**src/rtl/bl_pwm_pkg.sv**
```systemverilog
package bl_pwm_pkg;
  localparam int unsigned REG_W    = 8;
  localparam int unsigned ADDR_W   = 3;
  localparam int unsigned NUM_REGS = 7;

  localparam int unsigned IDX_PRE    = 0;
  localparam int unsigned IDX_SCL_LO = 1;
  localparam int unsigned IDX_SCL_HI = 2;
  localparam int unsigned IDX_LVL_LO = 3;
  localparam int unsigned IDX_LVL_HI = 4;
  localparam int unsigned IDX_CTRL   = 5;
  localparam int unsigned IDX_PIN    = 6;

  localparam int unsigned CTRL_INV_BIT = 0;
  localparam int unsigned CTRL_EN_BIT  = 1;
  localparam int unsigned PIN_FN_LSB   = 6;
  localparam logic [1:0]  PIN_FN_PWM   = 2'b10;
endpackage

```
**src/rtl/bl_pwm_regs.sv**
```systemverilog
module bl_pwm_regs
  import bl_pwm_pkg::*;
#(
  parameter int unsigned PW = REG_W,
  parameter int unsigned CW = 2 * REG_W
) (
  input  logic              clk_i,
  input  logic              rst_ni,
  input  logic [ADDR_W-1:0] addr_i,
  input  logic [REG_W-1:0]  wdata_i,
  input  logic              we_i,
  output logic [REG_W-1:0]  rdata_o,
  output logic [PW-1:0]     pre_o,
  output logic [CW-1:0]     scale_o,
  output logic [CW-1:0]     level_o,
  output logic              en_o,
  output logic              inv_o,
  output logic [1:0]        pin_fn_o
);
  logic [REG_W-1:0] regs_q [NUM_REGS];

  always_ff @(posedge clk_i or negedge rst_ni) begin
    if (!rst_ni) begin
      for (int i = 0; i < NUM_REGS; i++) regs_q[i] <= '0;
    end else begin
      for (int i = 0; i < NUM_REGS; i++)
        if (we_i && addr_i == ADDR_W'(i)) regs_q[i] <= wdata_i;
    end
  end

  always_comb begin
    rdata_o = '0;
    for (int i = 0; i < NUM_REGS; i++)
      if (addr_i == ADDR_W'(i)) rdata_o = regs_q[i];
  end

  assign pre_o    = regs_q[IDX_PRE][PW-1:0];
  assign scale_o  = CW'({regs_q[IDX_SCL_HI], regs_q[IDX_SCL_LO]});
  assign level_o  = CW'({regs_q[IDX_LVL_HI], regs_q[IDX_LVL_LO]});
  assign en_o     = regs_q[IDX_CTRL][CTRL_EN_BIT];
  assign inv_o    = regs_q[IDX_CTRL][CTRL_INV_BIT];
  assign pin_fn_o = regs_q[IDX_PIN][PIN_FN_LSB +: 2];


  wr_capture_chk: assert property (@(posedge clk_i) disable iff (!rst_ni)
    (we_i && addr_i == ADDR_W'(IDX_CTRL)) |=> (en_o == $past(wdata_i[CTRL_EN_BIT])
                                               && inv_o == $past(wdata_i[CTRL_INV_BIT])));
endmodule

```
**src/rtl/bl_pwm_presc.sv**
```systemverilog
module bl_pwm_presc #(
  parameter int unsigned PW = 8
) (
  input  logic          clk_i,
  input  logic          rst_ni,
  input  logic          run_i,
  input  logic [PW-1:0] div_i,
  output logic          tick_o
);
  logic [PW-1:0] pc_q;
  logic [PW-1:0] div_eff;

  assign div_eff = (div_i == '0) ? PW'(1) : div_i;
  assign tick_o  = run_i && (pc_q == div_eff - PW'(1));

  always_ff @(posedge clk_i or negedge rst_ni) begin
    if (!rst_ni)           pc_q <= '0;
    else if (!run_i)       pc_q <= '0;
    else if (tick_o)       pc_q <= '0;
    else                   pc_q <= pc_q + PW'(1);
  end


  pc_range_chk: assert property (@(posedge clk_i) disable iff (!rst_ni)
    pc_q < div_eff);
endmodule

```
**src/rtl/bl_pwm_period.sv**
```systemverilog
module bl_pwm_period #(
  parameter int unsigned PW = 8,
  parameter int unsigned CW = 16
) (
  input  logic          clk_i,
  input  logic          rst_ni,
  input  logic          en_i,
  input  logic          tick_i,
  input  logic [PW-1:0] pre_i,
  input  logic [CW-1:0] scale_i,
  input  logic [CW-1:0] level_i,
  output logic [PW-1:0] act_pre_o,
  output logic          restart_o,
  output logic          run_o,
  output logic          wave_o
);
  logic [CW-1:0] mc_q;
  logic [CW-1:0] act_scale_q;
  logic [CW-1:0] act_level_q;
  logic [PW-1:0] act_pre_q;

  assign restart_o = (mc_q == act_scale_q);
  assign run_o     = en_i && !restart_o;
  assign act_pre_o = act_pre_q;

  // settings are sampled only while idle or on the restart clock
  always_ff @(posedge clk_i or negedge rst_ni) begin
    if (!rst_ni) begin
      mc_q        <= '0;
      act_scale_q <= '0;
      act_level_q <= '0;
      act_pre_q   <= '0;
    end else if (!en_i || restart_o) begin
      mc_q        <= '0;
      act_scale_q <= scale_i;
      act_level_q <= level_i;
      act_pre_q   <= pre_i;
    end else if (tick_i) begin
      mc_q <= mc_q + CW'(1);
    end
  end

  assign wave_o = (act_level_q != '0) &&
                  ((mc_q < act_level_q) || (act_level_q >= act_scale_q));


  mc_range_chk: assert property (@(posedge clk_i) disable iff (!rst_ni)
    mc_q <= act_scale_q);


  hold_chk: assert property (@(posedge clk_i) disable iff (!rst_ni)
    (en_i && !restart_o) |=> ($stable(act_scale_q) && $stable(act_level_q)
                              && $stable(act_pre_q)));
endmodule

```
**src/rtl/bl_pwm.sv**
```systemverilog
module bl_pwm
  import bl_pwm_pkg::*;
(
  input  logic              clk_i,
  input  logic              rst_ni,
  input  logic [ADDR_W-1:0] addr_i,
  input  logic [REG_W-1:0]  wdata_i,
  input  logic              we_i,
  output logic [REG_W-1:0]  rdata_o,
  output logic              pwm_o,
  output logic              pwm_oe_o
);
  localparam int unsigned PW = REG_W;
  localparam int unsigned CW = 2 * REG_W;

  logic [PW-1:0] pre, act_pre;
  logic [CW-1:0] scale, level;
  logic          en, inv, tick, restart, run, wave, pin_ok;
  logic [1:0]    pin_fn;

  bl_pwm_regs #(.PW(PW), .CW(CW)) u_regs (
    .clk_i, .rst_ni, .addr_i, .wdata_i, .we_i, .rdata_o,
    .pre_o(pre), .scale_o(scale), .level_o(level),
    .en_o(en), .inv_o(inv), .pin_fn_o(pin_fn)
  );

  bl_pwm_presc #(.PW(PW)) u_presc (
    .clk_i, .rst_ni, .run_i(run), .div_i(act_pre), .tick_o(tick)
  );

  bl_pwm_period #(.PW(PW), .CW(CW)) u_period (
    .clk_i, .rst_ni, .en_i(en), .tick_i(tick),
    .pre_i(pre), .scale_i(scale), .level_i(level),
    .act_pre_o(act_pre), .restart_o(restart), .run_o(run), .wave_o(wave)
  );

  assign pin_ok   = (pin_fn == PIN_FN_PWM);
  assign pwm_oe_o = pin_ok;
  assign pwm_o    = pin_ok && (en ? (wave ^ inv) : inv);


  pin_gate_chk: assert property (@(posedge clk_i) disable iff (!rst_ni)
    (pin_fn != PIN_FN_PWM) |-> (!pwm_oe_o && !pwm_o));


  idle_level_chk: assert property (@(posedge clk_i) disable iff (!rst_ni)
    (pin_ok && !en) |-> (pwm_o == inv));
endmodule

```
**config.mk**
```make
export PLATFORM = sky130hd
export DESIGN_NAME = bl_pwm
export DESIGN_NICKNAME = d
export VERILOG_FILES = /design/src/rtl/bl_pwm_pkg.sv /design/src/rtl/bl_pwm_regs.sv /design/src/rtl/bl_pwm_presc.sv /design/src/rtl/bl_pwm_period.sv /design/src/rtl/bl_pwm.sv
export SDC_FILE = /design/constraint.sdc
export NUM_CORES = 1
export LEC_CHECK = 0
export BUFFER_PORTS_ARGS = -buffer_cell sky130_fd_sc_hd__buf_2
export CAP_MARGIN = 20
export CORE_AREA = 3 3 152 154
export DETAILED_ROUTE_END_ITERATION = 8
export DIE_AREA = 0 0 155 157
export PLACE_DENSITY = 0.56
export SETUP_SLACK_MARGIN = 0.02
export SLEW_MARGIN = 20
export SYNTH_ARGS = -nofsm -noshare
export SYNTH_HDL_FRONTEND = slang
export SYNTH_SLANG_ARGS = --single-unit
```
**constraint.sdc**
```tcl
create_clock -name clk_i -period 3.08 [get_ports clk_i]
set_input_delay 0.308 -clock clk_i [delete_from_list [all_inputs] [get_ports clk_i]]
set_output_delay 0.308 -clock clk_i [all_outputs]
set_load 0.1 [all_outputs]
```
==> reports/metrics.cfg, run 1 <==
[grt]
grt_first_pass_wirelength_um=26500
gr-total-overflow=0
antenna_found_initial=0
grtUsageTotal_pct=14.0
first_global_vias=4609
grt_max_degree=62

[synthesis]
ys_types=60
ys_seq_area_share_pct=45.7
syn_area_um2=6570
yosysTopAreaCell=dfrtp_1
synthArstFlopShare_pct=100
synth_edf_count=0
yosys_register_bits=120
synth_top_area_share_pct=45.7
ys_top_cells_by_area=dfrtp_1, mux2_2, ha_1
synth_fp_nets=676
ys.flop_type=dfrtp_1
synth.most_common_cell=dfrtp_1
synthTopCellsByCount=dfrtp_1, nand2_1, mux2_2
synth_cells=628
yosys_warnings=0
avgSynthCellArea_um2=10.5

[cts]
h-tree-depth=4
cts_root_buffer=clkbuf_16
insertion_delay_ns=0.42
clk_pin_slew_ns=0.06
numCtsBuffers=17
clkSinkCount=120
cts.path.max_buffers=2
cts_tree=yes

[setup_path]
start_kind=flop
path_cells=or4_4, nor2_4, a21o_1, inv_1, ha_4, xnor2_1, a221oi_1, o221a_2, o211ai_4, or4_4, a21oi_2
crit_path_end_kind=flop
cpMostUsedCell=or4_4
slowest_stage=or4_4
cp_max_fo=5
slowest_delay_ns=0.57
crit_type=flop to flop
required_ns=3.41
arrival_ns=3.35

[timing]
fmax_ghz=0.331
hold_viol=0
slew_headroom_pct=54.2
tightest_slew_ns=0.682
period_share_pct=98.0
finalClockSkew_ns=0.0198
setup_tns_ns=0
setup_violations=0
fin_crit_ns=3.02
final_max_slew_viol_count=0

[route]
viasPerCell=5.01
drc=0
dr_wl_met3_um=466
drt-initial-drc-count=312
drt_first_pass_iters=4
via_count=4896
met1_length_um=8590
dr_wl_met2_um=7810
antenna_left=0
highest_layer=met4
routedWlPerCell_um=17.3
finalWirelength_um=16900

[layout]
drive_above_1_share_pct=28.0
n_antenna_cell=0
final_nets=732
areaGrowthSynthToFinish_pct=21.6
utilization_pct=36.6
fin_cells=977
fillers=2156
design_area_um2=7980

[place]
portBuffers=23
dpl.cell_count=932
place.gp.congestion=0.843
post_dp_cell_area_um2=7170
hpwlAfterDp_um=12100

[floorplan]
dieWidth_um=155
core_um2=21800
start_util_pct=30.1
die_y_um=157
fp.dieArea_um2=24300
num_rows=54
io-pin-count=24

[pwr]
p_leak_nw=3.65
p_total_mw=6.66
ir_worst_vdd_mv=0.435
cellPowerDensity_nw_per_um2=834

[job]
cap_violations=0

[outcome]
status=completed

[min_path]
hp-class=primary input to flop

## stage by stage
step | hold slack [ns] | setup WS [ns]
final | 0.235 | 0.0607
after global routing | 0.212 | -0.0126
after CTS | 0.212 | 0.0215
after detailed placement | 0.292 | 0.0238
after global placement | 0.291 | 0.128
after floorplan | 0.0124 | -0.341
## flip-flops by register name, summed over array words and instances, names as in the netlist
register and flops:
u_period.act_pre_o 8, u_period.act_scale_q 16, u_regs.pre_o 8, u_regs.level_o 16
u_regs.scale_o 16, u_regs.pin_fn_o 2, u_regs.inv_o 1, u_presc.pc_q 8
u_period.mc_q 16, u_period.act_level_q 16, u_regs.en_o 1, u_regs.regs_q 12
## final timing paths
kind	start	depth (start not counted)	end	slack, ns
min reg2reg	u_regs.level_o[7]	2	u_period.act_level_q[7]	0.50
min	wdata_i[5]	2	u_regs.level_o[13]	0.23
max reg2reg	u_period.act_pre_o[4]	11	u_period.mc_q[3]	0.06
max	u_period.act_pre_o[4]	11	u_period.mc_q[3]	0.06
min in group asynchronous	rst_ni	2	u_period.mc_q[8]	0.40
max in group asynchronous	rst_ni	3	u_period.act_level_q[0]	1.92
## cells in the final DEF (no fill, tap or decap), types with 3 or more instances in the layout
cell type,Yosys,routed
o21a_1,3,3
and3_1,12,12
buf_2,3,21
inv_1,37,37
clkinv_2,0,3
nor3_1,6,4
nand3_1,14,14
dfrtp_1,120,118
mux2_2,57,57
buf_12,0,3
nand2_1,82,82
or2_2,14,14
mux4_2,7,7
xnor2_1,21,21
o21ai_0,49,48
nand4_1,15,15
nor2_1,22,20
a21o_1,4,4
ha_1,34,32
xor2_1,6,6
clkinv_4,0,6
or3_1,4,4
buf_4,0,33
clkbuf_16,0,17
a21oi_1,19,19
nor4_1,7,7
mux2i_1,21,21
nor3_2,1,3
nand2b_1,5,4
## what timing repair did
action | in CTS | in global routing
setup endpoints to repair | 1 | 16
pin swaps | 6 | 16
hold buffers | 1 | 0
cloned | 0 | 1
resized for setup | 7 | 15
buffers inserted | 2 | 9
endpoints found under the hold margin | 30 | 0
## power by group
group,switching (mW),internal (mW),total [mW],leakage [nW]
clock,0.759,1.24,2.00,0.298
combinational,1.39,0.992,2.38,1.86
sequential,0.327,1.95,2.28,1.50
## layer usage
metal  vias to the layer above  track usage (%)
met5                         -                0
met3                         9             3.38
met1                      2454             20.8
li1                       2362                -
met2                        71             20.9
met4                         0             2.44
## worst max-delay path: cells and delay by family (launching register included)
| family | cells | cell delay (ns) |
|---|---|---|
| AND/OR/NAND/NOR | 3 | 1.26 |
| AO/OA/AOI/OAI | 5 | 0.89 |
| flip-flops | 1 | 0.38 |
| adder cells (fa/ha/maj) | 1 | 0.22 |
| XOR/XNOR | 1 | 0.12 |
| buffers and inverters | 1 | 0.07 |
## cell families after synthesis
kind of cell    Yosys count  synth area share, %
buf+inv                  61                 3.66
fa+ha+maj                34                 6.48
xor+xnor                 27                 3.60
simple gates            194                 14.4
flops                   120                 45.7
mux                      85                 15.4
compound gates          107                 10.7
## area by class of cell
class	count	area (µm²)	share of cell area, %
multi-input combinational	448	3460	43.3
sequential	120	3010	37.6
clock buffer	19	453	5.67
timing repair buffer	58	423	5.30
tap	280	350	4.39
inverter	39	146	1.83
clock inverter	13	145	1.82
Note: power is estimated with default switching activity, not from simulation.
==> run 2, diff against run 1 <==
Settings changed: ABC_AREA set to 1, CORE_AREA 3 3 152 154 to 3 3 154 156, DIE_AREA 0 0 155 157 to 0 0 157 159.
==> reports/metrics.cfg, run 2 <==
[outcome]
status=completed

[synthesis]
ys_top_cells_by_area=dfrtp_1, nand2_1, inv_1
ys_types=38  ; -37%
synth_cells=843  ; +34%
ys_seq_area_share_pct=44.7  ; -1.0 points
syn_area_um2=6720  ; +2.3%
synthArstFlopShare_pct=100  ; unchanged
synth_top_area_share_pct=44.7  ; -1.0 points
yosys_register_bits=120  ; unchanged
synth_fp_nets=891  ; +32%
yosysTopAreaCell=dfrtp_1
synthTopCellsByCount=nand2_1, dfrtp_1, inv_1
synth_edf_count=0  ; unchanged
avgSynthCellArea_um2=7.97  ; -24%
yosys_warnings=0  ; unchanged
synth.most_common_cell=nand2_1
ys.flop_type=dfrtp_1

[setup_path]
endpoint=pwm_o
slowest_stage=buf_2
crit_path_end_kind=output port
crit_start=u_period.act_scale_q[7]
worst-path-buf-inv=2  ; +1
path_cells=inv_1, ha_1, a21o_1, nor2_1, nand2_1, nand2_1, nand2_1, nor2_1, nand2_1, nand3_1, nand2_1, nor2_2, buf_2
rr_endpoint=u_presc.pc_q[0]
crit_type=flop to output port
cpMostUsedCell=nand2_1
arrival_ns=2.55  ; -0.80 ns
required_ns=2.77  ; -0.64 ns
r2r_start=u_period.act_pre_o[4]
r2r_slack_ns=0.71  ; +0.65 ns
path_delay_family=simple AND/OR/NAND/NOR gates
reg2reg_depth=15  ; +4
start_kind=flop
cp.depth=13  ; +2
cp_max_fo=3  ; -2
slowest_delay_ns=0.42  ; -0.15 ns

[timing]
finalClockSkew_ns=0.00808  ; -0.0117 ns
hold_viol=0  ; unchanged
grt_setup_unrepaired=no
setup_violations=0  ; unchanged
fmax_ghz=0.350  ; +5.7%
period_share_pct=92.8  ; -5.2 points
fin_crit_ns=2.86  ; -0.162 ns
setup_tns_ns=0  ; unchanged
slew_headroom_pct=59.9  ; +5.7 points
final_max_slew_viol_count=0  ; unchanged
tightest_slew_ns=0.598  ; -0.0836 ns
setup_ws_ns=0.222  ; +0.162 ns

[cts]
postCtsResizedCells=0  ; -7
clk_pin_slew_ns=0.06  ; about the same
cts_tree=yes
clkSinkCount=120  ; unchanged
cts_root_buffer=clkbuf_16
h-tree-depth=4  ; unchanged
numCtsBuffers=17  ; unchanged
cts.path.max_buffers=2  ; unchanged
insertion_delay_ns=0.43  ; about the same

[place]
place_ws_ns=0.700  ; +0.676 ns
dpl.cell_count=1133  ; +22%
portBuffers=23  ; unchanged
post_dp_cell_area_um2=7120  ; -0.70%
place.gp.congestion=0.840  ; -0.31%
hpwlAfterDp_um=12500  ; +2.7%

[floorplan]
start_util_pct=29.8  ; -0.25 points
fp.dieArea_um2=25000  ; +2.6%
num_rows=55  ; +1.9%
io-pin-count=24  ; unchanged
dieWidth_um=157  ; +1.3%
die_y_um=159  ; +1.3%
core_um2=22500  ; +3.1%

[pwr]
p_switching_mw=2.17  ; -12%
cellPowerDensity_nw_per_um2=749  ; -10%
switching_share_pct=37.6  ; +0.37 points
pwr-share-seq_pct=36.8  ; +2.6 points
internal_power_mw=3.61  ; -14%
p_total_mw=5.79  ; -13%
ir_worst_vdd_mv=0.450  ; +3.2%
pwr-share-comb_pct=28.4  ; -7.4 points
p_leak_nw=3.80  ; +4.2%
clockPowerShare_pct=34.8  ; +4.8 points

[layout]
final_cell_mix=nand2_1, dfrtp_1, inv_1
layout_commonest_cell=nand2_1
design_area_um2=7720  ; -3.3%
fin_cells=1166  ; +19%
multi_input_area_um2=3120  ; -9.8%
n_antenna_cell=0  ; unchanged
drive_above_1_share_pct=10.7  ; -17 points
areaGrowthSynthToFinish_pct=15.0
seqCellArea_um2=3000  ; about the same
fillers=2304  ; +6.9%
final_nets=916  ; +25%

[grt]
grt_max_degree=55  ; -11%
antenna_found_initial=0  ; unchanged
grt_first_pass_wirelength_um=28700  ; +8.1%
grtUsageTotal_pct=14.4  ; +0.46 points
gr-total-overflow=0  ; unchanged
first_global_vias=5374  ; +17%

[route]
viasPerCell=4.64  ; -7.4%
highest_layer=met4
met1_length_um=8540  ; -0.62%
routedWlPerCell_um=14.6  ; -16%
antenna_left=0  ; unchanged
via_count=5412  ; +11%
drt-initial-drc-count=418  ; +34%
dr_wl_met2_um=7730  ; -0.97%
finalWirelength_um=17100  ; +0.74%
dr_wl_met3_um=515  ; +11%
drt_first_pass_iters=5  ; +1
drc=0  ; unchanged

[min_path]
hp-class=primary input to flop

[job]
cap_violations=0  ; unchanged

[run 2: cell types whose count changed after synthesis, moves of 18 or more]
cell and delta:
mux2_2 -57, a21oi_1 +25, nand3_1 +18, nand2_1 +127, mux2i_1 -21, o21ai_0 +35
nor2_1 +30, inv_1 +80
[run 2: power groups by stage]
| stage | registers [mW] | logic (mW) | clock network (mW) |
|---|---|---|---|
| after CTS | 2.12 | 1.66 | 2.05 |
| after floorplan | 2.07 | 1.30 | 0 |
| after detailed placement | 2.15 | 1.64 | 0 |
| after global routing | 2.17 | 1.89 | 2.13 |
| after global placement | 2.14 | 1.62 | 0 |
| final | 2.13 | 1.64 | 2.01 |
[run 2: logic make-up (layout without fill, tap and decap cells)]
| group | Yosys count | count (layout) | synth area share, % |
|---|---|---|---|
| AO/OA/AOI/OAI | 149 | 149 | 11.5 |
| XOR/XNOR | 29 | 29 | 3.78 |
| adder cells (fa/ha/maj) | 34 | 34 | 6.34 |
| buffers and inverters | 147 | 185 | 8.85 |
| flip-flops | 120 | 120 | 44.7 |
| AND/OR/NAND/NOR | 364 | 364 | 24.8 |
[run 2: tightest hold or removal path, delay by kind of cell]
| family | cells | cell delay [ns] |
|---|---|---|
| AO/OA/AOI/OAI | 1 | 0.18 |
| buffers and inverters | 2 | 0.19 |
[run 2: cell type report]
class | instances | area share (%)
clock inverters | 15 | 2.17
flip-flops and latches | 120 | 38.9
clock buffers | 17 | 5.51
inverters | 123 | 5.98
repair buffers | 30 | 2.40
well taps | 285 | 4.62
multi-input cells | 576 | 40.4
[run 2: timing repair]
action                                 in CTS  in global routing
setup buffers                               0                  0
hold buffers                                1                  0
endpoints found under the hold margin      34                  0
setup endpoints to repair                   0                  0
[run 2: metrics by stage]
step / util, % / hold WS (ns)
after floorplan: - / 0.0124
after global placement: 31.6 / 0.303
after detailed placement: 31.6 / 0.307
after CTS: 34.3 / 0.296
after global routing: 34.3 / 0.306
final: 34.3 / 0.289
[run 2: per-layer routing]
metal / vias up / GRT usage, %
li1: 2796 / -
met1: 2512 / 20.9
met2: 82 / 22.1
met3: 22 / 2.66
met4: 0 / 4.02
met5: - / 0
[run 2: worst min path at each step]
stage | from | endpoint | cells after the start | slack (ns)
after floorplan | rst_ni | u_period.act_level_q[0] | 0 | 0.01
after global placement | rst_ni | u_regs.pre_o[5] | 1 | 0.30
after detailed placement | rst_ni | u_regs.pre_o[4] | 1 | 0.31
after CTS | wdata_i[6] | u_regs.level_o[6] | 3 | 0.30
after global routing | wdata_i[6] | u_regs.level_o[6] | 3 | 0.31
final | wdata_i[5] | u_regs.pre_o[5] | 3 | 0.29
